--- config.mk ---
export PLATFORM = sky130hd
export DESIGN_NAME = par_wr_master
export DESIGN_NICKNAME = d
export VERILOG_FILES = /design/src/rtl/pwm_pkg.sv /design/src/rtl/pwm_span_timer.sv /design/src/rtl/pwm_age_ctr.sv /design/src/rtl/pwm_seq.sv /design/src/rtl/par_wr_master.sv
export SDC_FILE = /design/constraint.sdc
export NUM_CORES = 1
export LEC_CHECK = 0
export ABC_AREA = 1
export BUFFER_PORTS_ARGS = -buffer_cell sky130_fd_sc_hd__buf_2
export CAP_MARGIN = 40
export CORE_MARGIN = 2
export CORE_UTILIZATION = 55
export DETAILED_ROUTE_END_ITERATION = 12
export PLACE_DENSITY = 0.83
export SLEW_MARGIN = 40
export SYNTH_ARGS = -nofsm -noshare
export SYNTH_HDL_FRONTEND = slang
export SYNTH_SLANG_ARGS = --single-unit
--- constraint.sdc ---
create_clock -name clk -period 2.2 [get_ports clk]
set_input_delay 0.44 -clock clk [delete_from_list [all_inputs] [get_ports clk]]
set_output_delay 0.44 -clock clk [all_outputs]
set_load 0.1 [all_outputs]
--- src/rtl/pwm_pkg.sv ---
package pwm_pkg;

  typedef enum logic [1:0] {
    PH_IDLE  = 2'd0,
    PH_SETUP = 2'd1,
    PH_LOW   = 2'd2,
    PH_HOLD  = 2'd3
  } phase_t;

  // Whole clock cycles covering a nanosecond minimum, never less than one.
  function automatic int unsigned ns_to_cyc(input int unsigned ns, input int unsigned per);
    int unsigned c;
    c = (ns + per - 1) / per;
    if (c == 0) c = 1;
    return c;
  endfunction

  function automatic int unsigned max2(input int unsigned a, input int unsigned b);
    return (a > b) ? a : b;
  endfunction

endpackage

--- src/rtl/pwm_span_timer.sv ---
module pwm_span_timer #(
  parameter int unsigned W = 4
) (
  input  logic         clk,
  input  logic         rst_n,
  input  logic         load,
  input  logic [W-1:0] len,
  output logic         expired
);
  logic [W-1:0] count;

  always_ff @(posedge clk) begin
    if (!rst_n)          count <= '0;
    else if (load)       count <= len - 1'b1;
    else if (count != 0) count <= count - 1'b1;
  end

  assign expired = (count == '0);
endmodule

--- src/rtl/pwm_age_ctr.sv ---
module pwm_age_ctr #(
  parameter int unsigned MAXV = 38,
  parameter int unsigned W    = 6
) (
  input  logic         clk,
  input  logic         rst_n,
  input  logic         restart,
  output logic [W-1:0] age
);
  always_ff @(posedge clk) begin
    if (!rst_n)                age <= W'(MAXV);
    else if (restart)          age <= W'(1);
    else if (age < W'(MAXV))   age <= age + 1'b1;
  end
endmodule

--- src/rtl/pwm_seq.sv ---
module pwm_seq
  import pwm_pkg::*;
#(
  parameter int unsigned SU = 2,
  parameter int unsigned LO = 8,
  parameter int unsigned HO = 3,
  parameter int unsigned TW = 4
) (
  input  logic          clk,
  input  logic          rst_n,
  input  logic          accept,
  input  logic          tmr_expired,
  output phase_t        phase,
  output logic          tmr_load,
  output logic [TW-1:0] tmr_len,
  output logic          strobe_fall,
  output logic          strobe_rise
);
  phase_t nxt;

  always_comb begin
    nxt      = phase;
    tmr_load = 1'b0;
    tmr_len  = TW'(SU);
    case (phase)
      PH_IDLE:  if (accept) begin
                  nxt = PH_SETUP; tmr_load = 1'b1; tmr_len = TW'(SU);
                end
      PH_SETUP: if (tmr_expired) begin
                  nxt = PH_LOW; tmr_load = 1'b1; tmr_len = TW'(LO);
                end
      PH_LOW:   if (tmr_expired) begin
                  nxt = PH_HOLD; tmr_load = 1'b1; tmr_len = TW'(HO);
                end
      PH_HOLD:  if (tmr_expired) nxt = PH_IDLE;
      default:  nxt = PH_IDLE;
    endcase
  end

  always_ff @(posedge clk) begin
    if (!rst_n) phase <= PH_IDLE;
    else        phase <= nxt;
  end

  assign strobe_fall = (phase == PH_SETUP) && tmr_expired;
  assign strobe_rise = (phase == PH_LOW)   && tmr_expired;
endmodule

--- src/rtl/par_wr_master.sv ---
module par_wr_master
  import pwm_pkg::*;
#(
  parameter int unsigned CLK_PERIOD_NS   = 8,
  parameter int unsigned DW              = 8,
  parameter int unsigned T_DC_SETUP_NS   = 10,
  parameter int unsigned T_CS_SETUP_NS   = 0,
  parameter int unsigned T_WR_LOW_NS     = 60,
  parameter int unsigned T_WR_HIGH_NS    = 60,
  parameter int unsigned T_WR_CYCLE_NS   = 300,
  parameter int unsigned T_DATA_SETUP_NS = 40,
  parameter int unsigned T_DATA_HOLD_NS  = 7,
  parameter int unsigned T_DC_HOLD_NS    = 0,
  parameter int unsigned T_CS_HOLD_NS    = 20
) (
  input  logic          clk,
  input  logic          rst_n,
  input  logic          req_valid,
  input  logic          req_is_data,
  input  logic [DW-1:0] req_byte,
  output logic          req_ready,
  output logic          bus_cs_n,
  output logic          bus_wr_n,
  output logic          bus_rd_n,
  output logic          bus_dc,
  output logic [DW-1:0] bus_db
);
  localparam int unsigned SU_CYC  = ns_to_cyc(max2(T_DC_SETUP_NS, T_CS_SETUP_NS), CLK_PERIOD_NS);
  localparam int unsigned LO_CYC  = max2(ns_to_cyc(T_WR_LOW_NS, CLK_PERIOD_NS),
                                         ns_to_cyc(T_DATA_SETUP_NS, CLK_PERIOD_NS));
  localparam int unsigned HO_CYC  = ns_to_cyc(max2(T_CS_HOLD_NS, max2(T_DATA_HOLD_NS, T_DC_HOLD_NS)),
                                              CLK_PERIOD_NS);
  localparam int unsigned HI_CYC  = ns_to_cyc(T_WR_HIGH_NS, CLK_PERIOD_NS);
  localparam int unsigned CYC_CYC = max2(ns_to_cyc(T_WR_CYCLE_NS, CLK_PERIOD_NS), LO_CYC + HI_CYC);
  localparam int unsigned TW      = $clog2(max2(SU_CYC, max2(LO_CYC, HO_CYC)) + 1);
  localparam int unsigned AGE_MAX = max2(CYC_CYC, HI_CYC);
  localparam int unsigned AW      = $clog2(AGE_MAX + 1);
  // Age a past edge must reach at acceptance so the new fall lands SU cycles later in time.
  localparam int unsigned FALL_NEED = (CYC_CYC > SU_CYC) ? CYC_CYC - SU_CYC : 0;
  localparam int unsigned RISE_NEED = (HI_CYC  > SU_CYC) ? HI_CYC  - SU_CYC : 0;

  phase_t          phase;
  logic            tmr_load, tmr_done;
  logic [TW-1:0]   tmr_len;
  logic            strobe_fall, strobe_rise;
  logic            xfer_accept;
  logic            gap_ok;
  logic [1:0]      age_restart;
  logic [AW-1:0]   age [2];
  logic [DW-1:0]   db_q;
  logic            dc_q;

  assign xfer_accept = req_valid && req_ready;

  pwm_seq #(.SU(SU_CYC), .LO(LO_CYC), .HO(HO_CYC), .TW(TW)) u_seq (
    .clk(clk), .rst_n(rst_n), .accept(xfer_accept), .tmr_expired(tmr_done),
    .phase(phase), .tmr_load(tmr_load), .tmr_len(tmr_len),
    .strobe_fall(strobe_fall), .strobe_rise(strobe_rise)
  );

  pwm_span_timer #(.W(TW)) u_tmr (
    .clk(clk), .rst_n(rst_n), .load(tmr_load), .len(tmr_len), .expired(tmr_done)
  );

  // index 0: age since last strobe fall, index 1: age since last strobe rise
  assign age_restart = {strobe_rise, strobe_fall};
  for (genvar g = 0; g < 2; g++) begin : g_age
    pwm_age_ctr #(.MAXV(AGE_MAX), .W(AW)) u_age (
      .clk(clk), .rst_n(rst_n), .restart(age_restart[g]), .age(age[g])
    );
  end

  assign gap_ok    = (age[0] >= AW'(FALL_NEED)) && (age[1] >= AW'(RISE_NEED));
  assign req_ready = (phase == PH_IDLE) && gap_ok;

  always_ff @(posedge clk) begin
    if (!rst_n) begin
      db_q <= '0;
      dc_q <= 1'b0;
    end else if (xfer_accept) begin
      db_q <= req_byte;
      dc_q <= req_is_data;
    end
  end

  assign bus_cs_n = (phase == PH_IDLE);
  assign bus_wr_n = (phase != PH_LOW);
  assign bus_rd_n = 1'b1;
  assign bus_dc   = dc_q;
  assign bus_db   = db_q;
endmodule

-- Yosys cells after proc, flatten, opt, wreduce, memory -nomap -nowiden
Index checks and enable logic that the tools add are counted.
- add/sub/neg operators: 4
- magnitude comparators: 4
- equal/unequal tests: 8
- mux-type cells: 17
- bitwise operators: 1
- reduce and logical (&&, ||, !) cells: 15
- operators with widths (cell ; number):
    $mux W6 ; 4
    $add A6 B1 Y6 const B ; 2
    $lt A6 B6 Y1 const B ; 2
    $mux W4 ; 3
    $mux W2 ; 4
    $ne A2 B1 Y1 const B ; 4
    $pmux W2 S4 ; 1
    $pmux W4 S2 ; 1
    $sub A4 B1 Y4 const B ; 2
    $ge A6 B3 Y1 const B ; 1
    $ge A6 B6 Y1 const B ; 1
    $reduce_bool A2 Y1 ; 3
    $reduce_or A2 Y1 ; 3
    $logic_and A1 B1 Y1 ; 5
    $eq A2 B2 Y1 const B ; 2
    $logic_not A4 Y1 ; 1
    $reduce_and A4 Y1 ; 1
    $reduce_bool A4 Y1 ; 1
    $mux W1 ; 3
    $eq A2 B1 Y1 const B ; 1
    $logic_not A2 Y1 ; 1
    $ne A2 B2 Y1 const B ; 1
    $pmux W1 S2 ; 1
    $not A1 Y1 ; 1
- flip-flop bits (word level): 27
- input bits: 12
- output and inout bits: 13
- word-level logic and storage cells: 57

-- Logic depth before layout (Yosys ltp)
- word-level depth: 7
- depth in mapped cells: 12
- depth with buffers taken out: 12

-- Hierarchy
Synthesis repeated with hierarchy kept, for this count alone.
- cells, all modules: 257
- area total of the unflattened synthesis: 1701.6 µm²
- modules (own cells, without submodules) (module ; times used ; cells each ; area each (µm²) ; seq. area each (µm²)):
    pwm_age_ctr ; 2 ; 44 ; 311.5 ; 120.1
    par_wr_master ; 1 ; 81 ; 546.8 ; 180.2
    pwm_seq ; 1 ; 44 ; 275.3 ; 40.0
    pwm_span_timer ; 1 ; 44 ; 256.5 ; 80.1

-- Worst setup path after synthesis
OpenSTA, ideal clock, no wires.
- kind: register to output
- start: reg u_seq.phase[0]
- end: out req_ready
- data arrival time: 2.262 ns
- required time: 1.760 ns
- path slack: -0.502 ns
- stages on the path, launching flop included: 7
- buffers on the path: 1
- path through: dfxtp_1 -> inv_1 -> ha_1 -> nand2_1 -> a21oi_4 -> and2_1 -> buf_2
- longest elaborated chain between the ends: 2
- ends and longest elaborated chain (what ; RTL line ; source):
    from (decl) ; pwm_seq.sv:13 ; output phase_t phase,
    from (signal assigned) ; pwm_seq.sv:42 ; else phase <= nxt;
    $logic_not A2 Y1 ; - ;
    named net bus_cs_n ; par_wr_master.sv:22 ; output logic bus_cs_n,
    $logic_and A1 B1 Y1 ; par_wr_master.sv:74 ; assign req_ready = (phase == PH_IDLE) && gap_ok;
    to (decl) ; par_wr_master.sv:21 ; output logic req_ready,
The timed path passes the listed nets, and every way through them passes these cells.

-- Final worst setup path
- start: reg g_age[1].u_age.age[0]
- end: out req_ready
- longest elaborated chain between the ends: 3
- ends and longest elaborated chain (what ; RTL line ; source):
    from (decl) ; pwm_age_ctr.sv:8 ; output logic [W-1:0] age
    from (signal assigned) ; pwm_age_ctr.sv:11 ; if (!rst_n) age <= W'(MAXV);
    from (signal assigned) ; pwm_age_ctr.sv:13 ; else if (age < W'(MAXV)) age <= age + 1'b1;
    $ge A6 B3 Y1 ; par_wr_master.sv:73 ; assign gap_ok = (age[0] >= AW'(FALL_NEED)) && (age[1] >= AW'(RISE_NEED));
    $logic_and A1 B1 Y1 ; par_wr_master.sv:73 ;
    $logic_and A1 B1 Y1 ; par_wr_master.sv:74 ;
No other way between the ends.

==> impl_metrics.yaml <==
outcome:
  outcome: "finished clean"
clock_network:
  tritoncts: "built"
  clkTransAtPathRegs_ns: 0.14
  root_buffer: "clkbuf_4"
  clk_latency_ns: 0.32
  cts_buffer_depth: 2
  ctsHtreeMaxLevel: 1
  cts_made_buffers: 3
  cts.sinks: 27
sta:
  fin_tns_setup_ns: 0
  holdWs_ns: 0.367
  period_share_pct: 94.8
  report.final.hold_viol_count: 0
  setup_viol: 0
  fin_skew_ns: 0.00321
  rsz0062_at_grt: "false"
  period_minus_slack_ns: 2.09
  timing.fmax_mhz: 480
  slew_violations: 0
setup_path:
  rr_endpoint: "u_tmr.count[2]"
  r2r_slack_ns: 0.25
  r2r_cells: 11
  timing.rr.start: "g_age[1].u_age.age[0]"
  end_kind: "output pin"
  start_kind: "flip-flop"
  arrival_ns: 1.65
  path_max_fanout: 4
  setup.worst_path.class: "flip-flop to output pin"
  worstPathRequired_ns: 1.76
routing:
  routed-via-count: 1236
  routed_wl_um: 2880
  drt_iter0_drc: 24
  first_pass_iters: 4
  ant_nets: 0
  drc_errors: 0
  wl_per_cell_um: 12.3
  vias_per_cell: 5.26
logic_synthesis:
  postSynth.asyncResetShare_pct: 0
  ys_ff_latch: 27
  synth_flop_cell: "dfxtp_1"
  synth_edf_count: 0
  syn_area_per_cell_um2: 7.92
  syn_nets: 204
  synth.area.top_cells: "dfxtp_1 38%, nand2_1 8.9%, ha_1 8.7%"
  synth_top_area_share_pct: 37.5
  netlist_area_mm2: 0.00144
  ys_seq_area_share_pct: 37.5
  yosysUniqueCellTypes: 36
  yosys.area.top_type: "dfxtp_1"
  yosysWarnings: 0
  synthCells: 182
power:
  power_per_cell_area_mw_per_mm2: 1670
  power_frac_seq_pct: 26.5
  ir_worst_vdd_mv: 1.36
  power.internal_w: 0.00123
  p_total_w: 0.00272
  sw_frac_of_total_pct: 54.8
  power_leakage_nw: 0.787
  combPwrFrac_pct: 65.8
  p_clk_share_pct: 7.7
  p_sw_w: 0.00149
hold_path:
  worstHoldEndpoint: "bus_db[4]"
  holdPathStages: 3
  hp-class: "input port to flip-flop"
  min_from: "req_byte[4]"
placement:
  gp_congestion: 0.810
  place_inst: 230
  port_buffers: 23
  dp_hpwl_um: 2230
global_route:
  grt_usage_pct: 20.8
  gr-total-overflow: 0
  antenna_found_initial: 0
  grt_first_pass_wirelength_um: 4560
  first_global_vias: 1099
  grt_max_degree: 15
layout:
  nets: 228
  final_cell_mix: "34 x nand2_1, 27 x dfxtp_1, 22 x buf_2, 19 x a21oi_1, 19 x inv_1"
  layout_commonest_cell: "nand2_1"
  layout-drive-gt1-share_pct: 26.8
  diodes: 0
  fillerInstances: 222
  area_delta_synth_final_pct: 12.8
  finalNonFillerCells: 235
die:
  ios: 25
  start_util_pct: 58.2
  die_h_um: 55.2
  row_count: 18
  dieArea_mm2: 0.00305
  coreArea_mm2: 0.00248
  die_x_um: 55.2
job:
  max_cap_viol_count: 0
-- metrics by stage --
stage	area, µm²	setup slack, ns	util [%]
2_1_floorplan	1450	0.0163	-
3_3_place_gp	1590	0.267	64.3
3_5_place_dp	1590	0.162	64.3
4_1_cts	1620	0.0867	65.4
5_1_grt	1630	0.00415	65.7
6_report	1630	0.115	65.7
-- worst max-delay path: stages, from the launching register on --
cell and delay [ns]:
dfxtp_1 0.43, inv_1 0.06, ha_1 0.19, a21oi_1 0.18, nand2_2 0.10, and2_1 0.19
buf_12 0.18
-- final cells by class --
type	instances	area (µm²)	share of cell area [%]
multi-input combinational	126	791	48.6
clock buffer	4	26.3	1.62
timing repair buffer	25	145	8.92
sequential	27	541	33.2
inverter	23	86.3	5.31
tap	30	37.5	2.31
-- timing repair --
action | 4_1_cts | 5_1_grt
setup endpoints to repair | 0 | 3
buffers inserted | 0 | 1
resized for setup | 0 | 1
hold buffers | 0 | 0
-- layer usage --
layer,global-route usage [%],vias to the layer above,wire (µm)
met4,7.32,0,32
met2,36.9,18,1470
met3,3.49,5,80
li1,-,634,-
met5,0,-,0
met1,25.0,579,1310
-- logic make-up after synthesis --
group	count (synthesis)	synth area share, %
buffers and inverters	29	8.51
adders and majority gates	10	8.68
and+or+nand+nor	78	28.4
AOI/OAI and AO/OA	34	14.8
xor gates and xnor gates	3	1.82
DFF	27	37.5
other	1	0.260
-- power groups by stage --
stage | sequential, W | clock (W) | combinational, W
4_1_cts | 0.000717 | 0.000212 | 0.00178
3_5_place_dp | 0.000728 | 0 | 0.00178
2_1_floorplan | 0.000963 | 0 | 0.00123
6_report | 0.000721 | 0.000210 | 0.00179
5_1_grt | 0.000737 | 0.000238 | 0.00196
3_3_place_gp | 0.000719 | 0 | 0.00171
-- Yosys cell counts (2+ instances only) --
library cell / instances
nor2_2: 3
nand4_1: 3
a21oi_1: 19
inv_1: 20
o31ai_1: 3
nand2_4: 2
nand2_1: 34
nand3_2: 2
nand3_1: 12
dfxtp_1: 27
nand2_2: 6
nor2_1: 7
a21oi_2: 2
ha_1: 10
buf_2: 2
o21ai_0: 5
clkbuf_1: 2
xor2_1: 3
inv_2: 3
-- worst max-delay path by stage --
stage          slack [ns]                   from        endpoint  cells past startpoint
3_5_place_dp         0.16         u_seq.phase[0]  u_tmr.count[2]                     12
5_1_grt             0.004         u_seq.phase[1]       req_ready                      6
2_1_floorplan        0.02         u_seq.phase[0]  u_tmr.count[2]                     10
6_report             0.11  g_age[1].u_age.age[0]       req_ready                      6
4_1_cts              0.09         u_seq.phase[0]       req_ready                      6
3_3_place_gp         0.27         u_seq.phase[0]  u_tmr.count[2]                     12
-- sequential cells by signal (all words and copies together) (netlist names) --
signal	flops
u_tmr.count	4
bus_db	8
u_seq.phase	2
bus_dc	1
g_age.u_age.age	12
No activity file was read; power rests on OpenSTA's default activity.
